===== config.mk =====
export PLATFORM = sky130hd
export DESIGN_NAME = fracn_shaper
export DESIGN_NICKNAME = d
export VERILOG_FILES = /design/src/rtl/fracn_pkg.sv /design/src/rtl/fracn_lfsr.sv /design/src/rtl/fracn_accum.sv /design/src/rtl/fracn_combine.sv /design/src/rtl/fracn_shaper.sv
export SDC_FILE = /design/constraint.sdc
export NUM_CORES = 1
export LEC_CHECK = 0
export BUFFER_PORTS_ARGS = -buffer_cell sky130_fd_sc_hd__buf_2
export CORE_UTILIZATION = 35
export DETAILED_ROUTE_END_ITERATION = 10
export PLACE_DENSITY = 0.53
export SYNTH_ARGS = -nofsm -noshare
export SYNTH_HDL_FRONTEND = slang
export SYNTH_SLANG_ARGS = --single-unit

===== constraint.sdc =====
create_clock -name clk -period 63.3 [get_ports clk]
set_input_delay 9.495 -clock clk [delete_from_list [all_inputs] [get_ports clk]]
set_output_delay 9.495 -clock clk [all_outputs]
set_load 0.05 [all_outputs]

===== src/rtl/fracn_pkg.sv =====
package fracn_pkg;

  // Number of cascaded first-order stages (fourth order at most).
  localparam int NSTAGE = 4;

  // Order select encoding on the configuration port.
  typedef enum logic [1:0] {
    ORD_INT = 2'd0,
    ORD_2ND = 2'd1,
    ORD_3RD = 2'd2,
    ORD_4TH = 2'd3
  } order_e;

  // Binomial coefficient used by the difference networks.
  function automatic int binom(input int n, input int k);
    int r;
    r = 1;
    for (int i = 0; i < k; i++) begin
      r = r * (n - i) / (i + 1);
    end
    return r;
  endfunction

  // Active stage count for an order code.
  function automatic logic [2:0] stages_for(input order_e o);
    case (o)
      ORD_2ND: return 3'd2;
      ORD_3RD: return 3'd3;
      ORD_4TH: return 3'd4;
      default: return 3'd0;
    endcase
  endfunction

endpackage


===== src/rtl/fracn_lfsr.sv =====
module fracn_lfsr #(
  parameter int W   = 23,
  parameter int TAP = 18
) (
  input  logic clk,
  input  logic rst,
  input  logic adv,
  output logic bit_o
);

  logic [W-1:0] state_q;

  always_ff @(posedge clk) begin
    if (rst) begin
      state_q <= W'(1);
    end else if (adv) begin
      state_q <= {state_q[W-2:0], state_q[W-1] ^ state_q[TAP-1]};
    end
  end

  assign bit_o = state_q[0];

endmodule


===== src/rtl/fracn_accum.sv =====
module fracn_accum #(
  parameter int AW = 23
) (
  input  logic          clk,
  input  logic          rst,
  input  logic          clr,
  input  logic [AW-1:0] den,
  input  logic [AW-1:0] add,
  output logic [AW-1:0] res,
  output logic          carry,
  output logic [AW-1:0] acc_q
);

  logic [AW:0] sum;

  always_comb begin
    sum   = {1'b0, acc_q} + {1'b0, add};
    carry = (sum >= {1'b0, den});
    res   = carry ? AW'(sum - {1'b0, den}) : AW'(sum);
  end

  always_ff @(posedge clk) begin
    if (rst || clr) begin
      acc_q <= '0;
    end else begin
      acc_q <= res;
    end
  end

endmodule


===== src/rtl/fracn_combine.sv =====
module fracn_combine
  import fracn_pkg::*;
#(
  parameter int NS    = NSTAGE,
  parameter int OFF_W = NS + 1
) (
  input  logic                    clk,
  input  logic                    rst,
  input  logic                    clr,
  input  logic [NS-1:0]           carries,
  output logic signed [OFF_W-1:0] offset
);

  logic signed [OFF_W-1:0] terms [NS];

  assign terms[0] = OFF_W'(carries[0]);

  for (genvar k = 1; k < NS; k++) begin : g_diff
    logic [k-1:0]            hist_q;
    logic [k:0]              win;
    logic signed [OFF_W-1:0] tv;

    assign win = {hist_q, carries[k]};

    always_ff @(posedge clk) begin
      if (rst || clr) begin
        hist_q <= '0;
      end else begin
        hist_q <= win[k-1:0];
      end
    end

    always_comb begin
      tv = '0;
      for (int j = 0; j <= k; j++) begin
        if (win[j]) begin
          if (j % 2 == 1) tv = tv - OFF_W'(binom(k, j));
          else            tv = tv + OFF_W'(binom(k, j));
        end
      end
    end

    assign terms[k] = tv;
  end

  always_comb begin
    offset = '0;
    for (int k = 0; k < NS; k++) begin
      offset = offset + terms[k];
    end
  end

endmodule


===== src/rtl/fracn_shaper.sv =====
module fracn_shaper
  import fracn_pkg::*;
#(
  parameter int INT_W    = 10,
  parameter int FRAC_W   = 22,
  parameter int LFSR_W   = 23,
  parameter int LFSR_TAP = 18
) (
  input  logic              clk,
  input  logic              rst,
  input  logic              load,
  input  logic [INT_W-1:0]  int_in,
  input  logic [FRAC_W-1:0] num_in,
  input  logic [FRAC_W-1:0] den_in,
  input  logic [1:0]        order_in,
  input  logic              dither_en,
  output logic [INT_W:0]    div_out
);

  localparam int AW    = FRAC_W + 1;
  localparam int OFF_W = NSTAGE + 1;
  localparam int SUM_W = INT_W + 2;
  localparam int OUT_W = INT_W + 1;

  logic [INT_W-1:0]  cfg_int;
  logic [FRAC_W-1:0] cfg_num;
  logic [FRAC_W-1:0] cfg_den;
  logic [2:0]        cfg_nst;

  always_ff @(posedge clk) begin
    if (rst) begin
      cfg_int <= '0;
      cfg_num <= '0;
      cfg_den <= '0;
      cfg_nst <= '0;
    end else if (load) begin
      cfg_int <= int_in;
      cfg_den <= den_in;
      if (den_in < FRAC_W'(2)) begin
        cfg_num <= '0;
        cfg_nst <= '0;
      end else begin
        cfg_num <= (num_in >= den_in) ? den_in - FRAC_W'(1) : num_in;
        cfg_nst <= stages_for(order_e'(order_in));
      end
    end
  end

  logic dith_bit;

  fracn_lfsr #(.W(LFSR_W), .TAP(LFSR_TAP)) u_lfsr (
    .clk  (clk),
    .rst  (rst),
    .adv  (dither_en && !load),
    .bit_o(dith_bit)
  );

  logic [NSTAGE-1:0][AW-1:0] stage_in;
  logic [NSTAGE-1:0][AW-1:0] stage_res;
  logic [NSTAGE-1:0][AW-1:0] acc_all;
  logic [NSTAGE-1:0]         carry_raw;
  logic [NSTAGE-1:0]         carry_m;

  assign stage_in[0] = AW'(cfg_num) + AW'(dith_bit & dither_en);

  for (genvar k = 0; k < NSTAGE; k++) begin : g_stage
    if (k > 0) begin : g_link
      assign stage_in[k] = stage_res[k-1];
    end

    fracn_accum #(.AW(AW)) u_acc (
      .clk  (clk),
      .rst  (rst),
      .clr  (load),
      .den  (AW'(cfg_den)),
      .add  (stage_in[k]),
      .res  (stage_res[k]),
      .carry(carry_raw[k]),
      .acc_q(acc_all[k])
    );

    assign carry_m[k] = carry_raw[k] & (3'(k) < cfg_nst);
  end

  logic signed [OFF_W-1:0] offset;

  fracn_combine #(.NS(NSTAGE), .OFF_W(OFF_W)) u_comb (
    .clk    (clk),
    .rst    (rst),
    .clr    (load),
    .carries(carry_m),
    .offset (offset)
  );

  logic signed [SUM_W-1:0] total;

  assign total = $signed({2'b00, cfg_int}) +
                 $signed({{(SUM_W-OFF_W){offset[OFF_W-1]}}, offset});

  always_ff @(posedge clk) begin
    if (rst) begin
      div_out <= '0;
    end else if (load) begin
      div_out <= {1'b0, int_in};
    end else if (total < 0) begin
      div_out <= '0;
    end else begin
      div_out <= OUT_W'(total);
    end
  end

endmodule


==> results of run 1 <==
==> critical path, delay by kind of cell <==
kind / cells / cell delay [ps]
AO/OA/AOI/OAI: 43 / 10470
buffers and inverters: 9 / 1920
XOR/XNOR: 4 / 920
adder cells (fa/ha/maj): 15 / 5230
multiplexers: 4 / 1400
AND/OR/NAND/NOR: 19 / 4530
==> worst max path at each step <==
| stage | endpoint | cells past startpoint |
|---|---|---|
| after global routing | div_out[1] | 95 |
| after detailed placement | div_out[3] | 94 |
| final | div_out[1] | 94 |
| after global placement | div_out[3] | 94 |
| after CTS | div_out[1] | 94 |
| after floorplan | div_out[4] | 97 |
==> logic make-up (layout without fill, tap and decap cells) <==
family / count (synthesis) / in the layout / share of synthesized area, %
xor+xnor: 167 / 167 / 8.32
compound gates: 625 / 625 / 22.7
flops: 189 / 189 / 21.5
simple gates: 652 / 652 / 18.1
mux: 110 / 110 / 6.82
fa+ha+maj: 242 / 242 / 18.0
buf+inv: 210 / 266 / 4.58
other cells: 0 / 1 / 0
==> Yosys cell counts (all sizes together) (38+ instances only) <==
library cell | n | area, um2
xnor2 | 129 | 1130
ha | 225 | 2820
and2 | 55 | 344
nor2 | 135 | 507
inv | 152 | 571
mux2 | 48 | 578
mux2i | 62 | 621
o21a | 41 | 309
a21o | 81 | 608
clkbuf | 47 | 176
a21oi | 195 | 976
dfxtp | 189 | 3780
xor2 | 38 | 333
o21ai | 131 | 659
nand3 | 55 | 275
nand2 | 198 | 743
==> per-layer routing <==
metal,vias up,GRT usage [%],share of wire [%]
met4,0,7.74,2.8
met2,265,30.1,43
met5,-,0,0
met3,57,2.60,3.0
met1,7213,25.9,51
li1,7950,-,-
==> state kept, by name, indices dropped and copies added (netlist names) <==
register,count
u_comb.g_diff.hist_q,6
div_out,11
g_stage.u_acc.acc_q,92
cfg_den,22
cfg_nst,3
cfg_num,22
u_lfsr.state_q,23
cfg_int,10
==> per-stage QoR <==
| stage | area (um2) | hold slack (ps) | util [%] | worst slack, ps |
|---|---|---|---|---|
| floorplan | 17600 | 432 | - | 32770 |
| global placement | 18600 | 437 | 37.8 | 29820 |
| detailed placement | 18600 | 446 | 37.8 | 29220 |
| CTS | 19200 | 458 | 39.0 | 29740 |
| global route | 19200 | 473 | 39.0 | 27780 |
| finish | 19200 | 453 | 39.0 | 29660 |
==> cells in the final DEF (no fill, tap or decap), types with 23 or more instances in the layout <==
cell type  Yosys  final
ha_1         225    225
nand2_1      198    198
a21oi_1      195    195
dfxtp_1      189    189
inv_1        152    152
nor2_1       135    134
xnor2_1      129    129
o21ai_0      127    127
a21o_1        81     81
buf_2          5     70
mux2i_1       62     62
nand3_1       55     55
and2_1        55     55
o21a_1        40     40
xor2_1        38     38
mux2_2        38     38
nand2b_1      37     37
nor3_1        35     35
nand4_1       31     31
nor2b_1       27     27
o21bai_1      25     25
and3_1        23     23
==> cell type report <==
type / instances / area (um2)
fill: 5079 / 30000
multi-input combinational: 1796 / 13000
sequential: 189 / 3780
tap: 664 / 831
inverter: 152 / 571
timing repair buffer: 82 / 440
clock buffer: 18 / 429
clock inverter: 14 / 168
antenna: 1 / 2.50
==> reports/metrics.yaml, run 1 <==
run_status:
  status: "finished, final reports clean"
min_path:
  hold_path_class: "flop to flop"
  min_path_cells: 2
  whs_endpoint: "u_lfsr.state_q[4]"
  worstHoldStart: "u_lfsr.state_q[3]"
logic_synthesis:
  yosys_warnings: 0
  ys_async_sr_fraction_pct: 0
  yosysUniqueCellTypes: 72
  ys_seq_area_share_pct: 21.5
  avgSynthCellArea_um2: 8.01
  synth-seq-cells: 189
  syn_nets: 2497
  syn_inst: 2195
  synth_area_um2: 17600
  synth-edff-count: 0
  yosys_most_used_dff: "dfxtp_1"
cells_and_area:
  syn_to_final_growth_pct: 9.42
  layoutNonFillerInstCount: 2916
  final_net_count: 2540
  drive_above_1_share_pct: 8.40
setup_path:
  crit_start: "dither_en"
  cp-end-kind: "flop"
  critical-path-max-stage-delay_ps: 930
  start_kind: "primary input"
  crit_fanout: 33
  critPathKind: "primary input to flop"
  crit_slowest_cell: "a21oi_1"
  crit_arrival_ps: 34000
  worst_path_most_repeated_cell: "a21oi_1"
  reg2reg_from: "u_lfsr.state_q[0]"
  regToRegEndpoint: "div_out[1]"
  r2r_slack_ps: 38410
  critical_path_required_ps: 63660
  rr_worst_depth: 93
route:
  viasPerCell: 5.31
  vias: 15485
  first_iter_violations: 723
  drtAntennaViolNets: 0
  drt_wl_total_um: 47800
  drc: 0
  routedWlPerCell_um: 16.4
  firstDrtPassIters: 5
floorplanning:
  core-area_um2: 49300
  die_h_um: 226
  dieWidth_um: 226
  ios: 71
  rows: 81
  start_util_pct: 35.7
  die_area_um2: 51100
grt:
  grt_pass1_vias: 14996
  overflow: 0
  grt_usage_pct: 19.0
  grt_max_degree: 84
  grt_pass1_wl_um: 76000
  antenna_found_initial: 0
place:
  place_inst: 2883
  place_hpwl_um: 38200
  routabilityCongestion: 0.882
  port_buffers: 70
clock_tree:
  ctsHtreeMaxLevel: 4
  postCtsResizedCells: 0
  cts_setup_buffers: 0
  path_clk_slew_ps: 80
  cts_tree: "yes"
  cts_buffers: 17
  clk_path_buf_depth: 2
  hold_buffers: 0
  cts_sinks: 189
  cts_root_buf: "clkbuf_16"
  clock_latency_ps: 500
flow_run:
  max_cap_viol_count: 0
sta:
  finClkSkew_ps: 16.0
  fin_crit_ps: 33640
  finalCritPeriodShare_pct: 53.1
  rsz0062_at_grt: "false"
  setup-violations-final: 0
  worst_slew_pin_slew_ps: 1140
  slew_violations: 0
  setup_tns_ps: 0
  relSlewSlack_pct: 23.8
  fmax_mhz: 29.7
  finalHoldViolations: 0
Power of run 1 is left out: the tool's default activity adds up to more than one toggle a clock period on the data nets, which glitch-free logic cannot reach.
==> run 2, diff against run 1 <==
--- a/config.mk
+++ b/config.mk
@@ -8,7 +8,7 @@
 export BUFFER_PORTS_ARGS = -buffer_cell sky130_fd_sc_hd__buf_2
 export CORE_UTILIZATION = 35
 export DETAILED_ROUTE_END_ITERATION = 10
-export PLACE_DENSITY = 0.53
+export PLACE_DENSITY = 0.55
 export SYNTH_ARGS = -nofsm -noshare
 export SYNTH_HDL_FRONTEND = slang
 export SYNTH_SLANG_ARGS = --single-unit
==> constraint.sdc (replaced) <==
create_clock -name clk -period 29.4 [get_ports clk]
set_input_delay 4.41 -clock clk [delete_from_list [all_inputs] [get_ports clk]]
set_output_delay 4.41 -clock clk [all_outputs]
set_load 0.05 [all_outputs]
==> run 2 against run 1 <==
Against the previous run:
- critical path depth grew 3
- first-iteration DRC count fell by 4.8%
- core utilization rose by 0.19 points
- final cell count is 0.17% higher
- via count up 0.38%
==> reports/metrics.yaml, run 2 (synthesis results as in run 1) <==
clock_tree:
  cts_sinks: 189
  ctsHtreeMaxLevel: 4
  clk_path_buf_depth: 2
  path_clk_slew_ps: 80
  cts_setup_buffers: 0
  cts_tree: "yes"
  cts_buffers: 17
  cts_root_buf: "clkbuf_16"
  clock_latency_ps: 500
setup_path:
  r2r_slack_ps: 5460
  crit_slowest_cell: "a2111oi_0"
  critical-path-max-stage-delay_ps: 750
  worst_path_most_repeated_cell: "ha_1"
  critical_path_required_ps: 29760
  crit_fanout: 17
  crit_arrival_ps: 27950
  cp-end-kind: "flop"
  critPathKind: "primary input to flop"
  rr_worst_depth: 96
  start_kind: "primary input"
route:
  vias: 15544
  firstDrtPassIters: 5
  routedWlPerCell_um: 16.4
  drt_wl_total_um: 47800
  drc: 0
  viasPerCell: 5.32
  first_iter_violations: 688
  drtAntennaViolNets: 0
cells_and_area:
  final_common_cell: "ha_1"
  largest_reg_flops: 92
  postLayoutCoreUtil_pct: 39.2
  n_fill_cell: 5089
  largest-register: "g_stage.u_acc.acc_q"
  reg_top3: "g_stage.u_acc.acc_q (92), u_lfsr.state_q (23)"
  final_cell_mix: "ha_1 (225), nand2_1 (197), a21oi_1 (194)"
  final_net_count: 2546
  drive_above_1_share_pct: 8.86
  syn_to_final_growth_pct: 9.95
  diodes: 0
sta:
  slew_violations: 0
  fin_crit_ps: 27590
  rsz0062_at_grt: "false"
  setup-violations-final: 0
  fmax_mhz: 36.2
  finalCritPeriodShare_pct: 93.8
  finalHoldViolations: 0
  setup_tns_ps: 0
  worst_slew_pin_slew_ps: 1070
  relSlewSlack_pct: 28.4
  finClkSkew_ps: 19.3
floorplanning:
  dieWidth_um: 226
  die_h_um: 226
  start_util_pct: 35.7
  die_area_um2: 51100
  core-area_um2: 49300
  rows: 81
  ios: 71
grt:
  antenna_found_initial: 0
  grt_max_degree: 84
  grt_pass1_wl_um: 76100
  grt_usage_pct: 19.0
  grt_pass1_vias: 15036
  overflow: 0
run_status:
  status: "finished, final reports clean"
place:
  port_buffers: 70
  routabilityCongestion: 0.883
  place_hpwl_um: 38300
min_path:
  hold_path_class: "flop to flop"
  min_path_cells: 2
flow_run:
  max_cap_viol_count: 0
[run 2: cell types whose count changed in the layout (fill, tap and decap cells not counted), sizes merged]
cell / previous run / this run
buf: 82 / 88
clkinv: 8 / 3
inv: 158 / 163
clkbuf: 18 / 17
clkinvlp: 0 / 1
diode: 1 / 0
[run 2: critical path, delay by kind of cell]
kind / cells / cell delay [ps]
buffers and inverters: 9 / 1350
and+or+nand+nor: 22 / 4870
muxes: 3 / 950
adders and majority gates: 16 / 5590
AOI/OAI and AO/OA: 41 / 9370
xor gates and xnor gates: 6 / 1350
[run 2: timing repair]
action                                  CTS  global route
resized for setup                         0             5
endpoints found under the setup margin    0            11
hold buffers                              0             0
[run 2: through the flow]
stage	instance area (um2)	setup WS, ps	hold WS [ps]	instances
3_3_place_gp	18700	1010	436	2889
2_1_floorplan	17600	3960	432	2195
3_5_place_dp	18700	579	444	2889
4_1_cts	19300	1050	457	2921
6_report	19300	1810	453	2921
5_1_grt	19300	58.5	469	2921
[run 2: area by class of cell]
| type | instances | area, um2 | share of cell area (%) |
|---|---|---|---|
| Multi-Input combinational cell | 1796 | 13000 | 67.4 |
| Sequential cell | 189 | 3780 | 19.6 |
| Tap cell | 664 | 831 | 4.30 |
| Inverter | 152 | 571 | 2.95 |
| Timing Repair Buffer | 88 | 485 | 2.51 |
| Clock buffer | 17 | 425 | 2.20 |
| Clock inverter | 15 | 198 | 1.02 |
[run 2: worst paths after layout]
kind / start / endpoint
worst max-delay path: dither_en / div_out[3]
worst min-delay path: u_lfsr.state_q[19] / u_lfsr.state_q[20]
worst max register to register: u_lfsr.state_q[0] / div_out[3]
worst min register to register: u_lfsr.state_q[19] / u_lfsr.state_q[20]
[run 2: metal layers]
metal	share of wire (%)	GRT usage (%)	vias to the layer above
met4	3.0	7.74	0
met5	0	0	-
li1	-	-	7967
met2	44	30.4	256
met3	3.4	2.42	54
met1	50	25.8	7267
Power of run 2 is left out for the same reason.
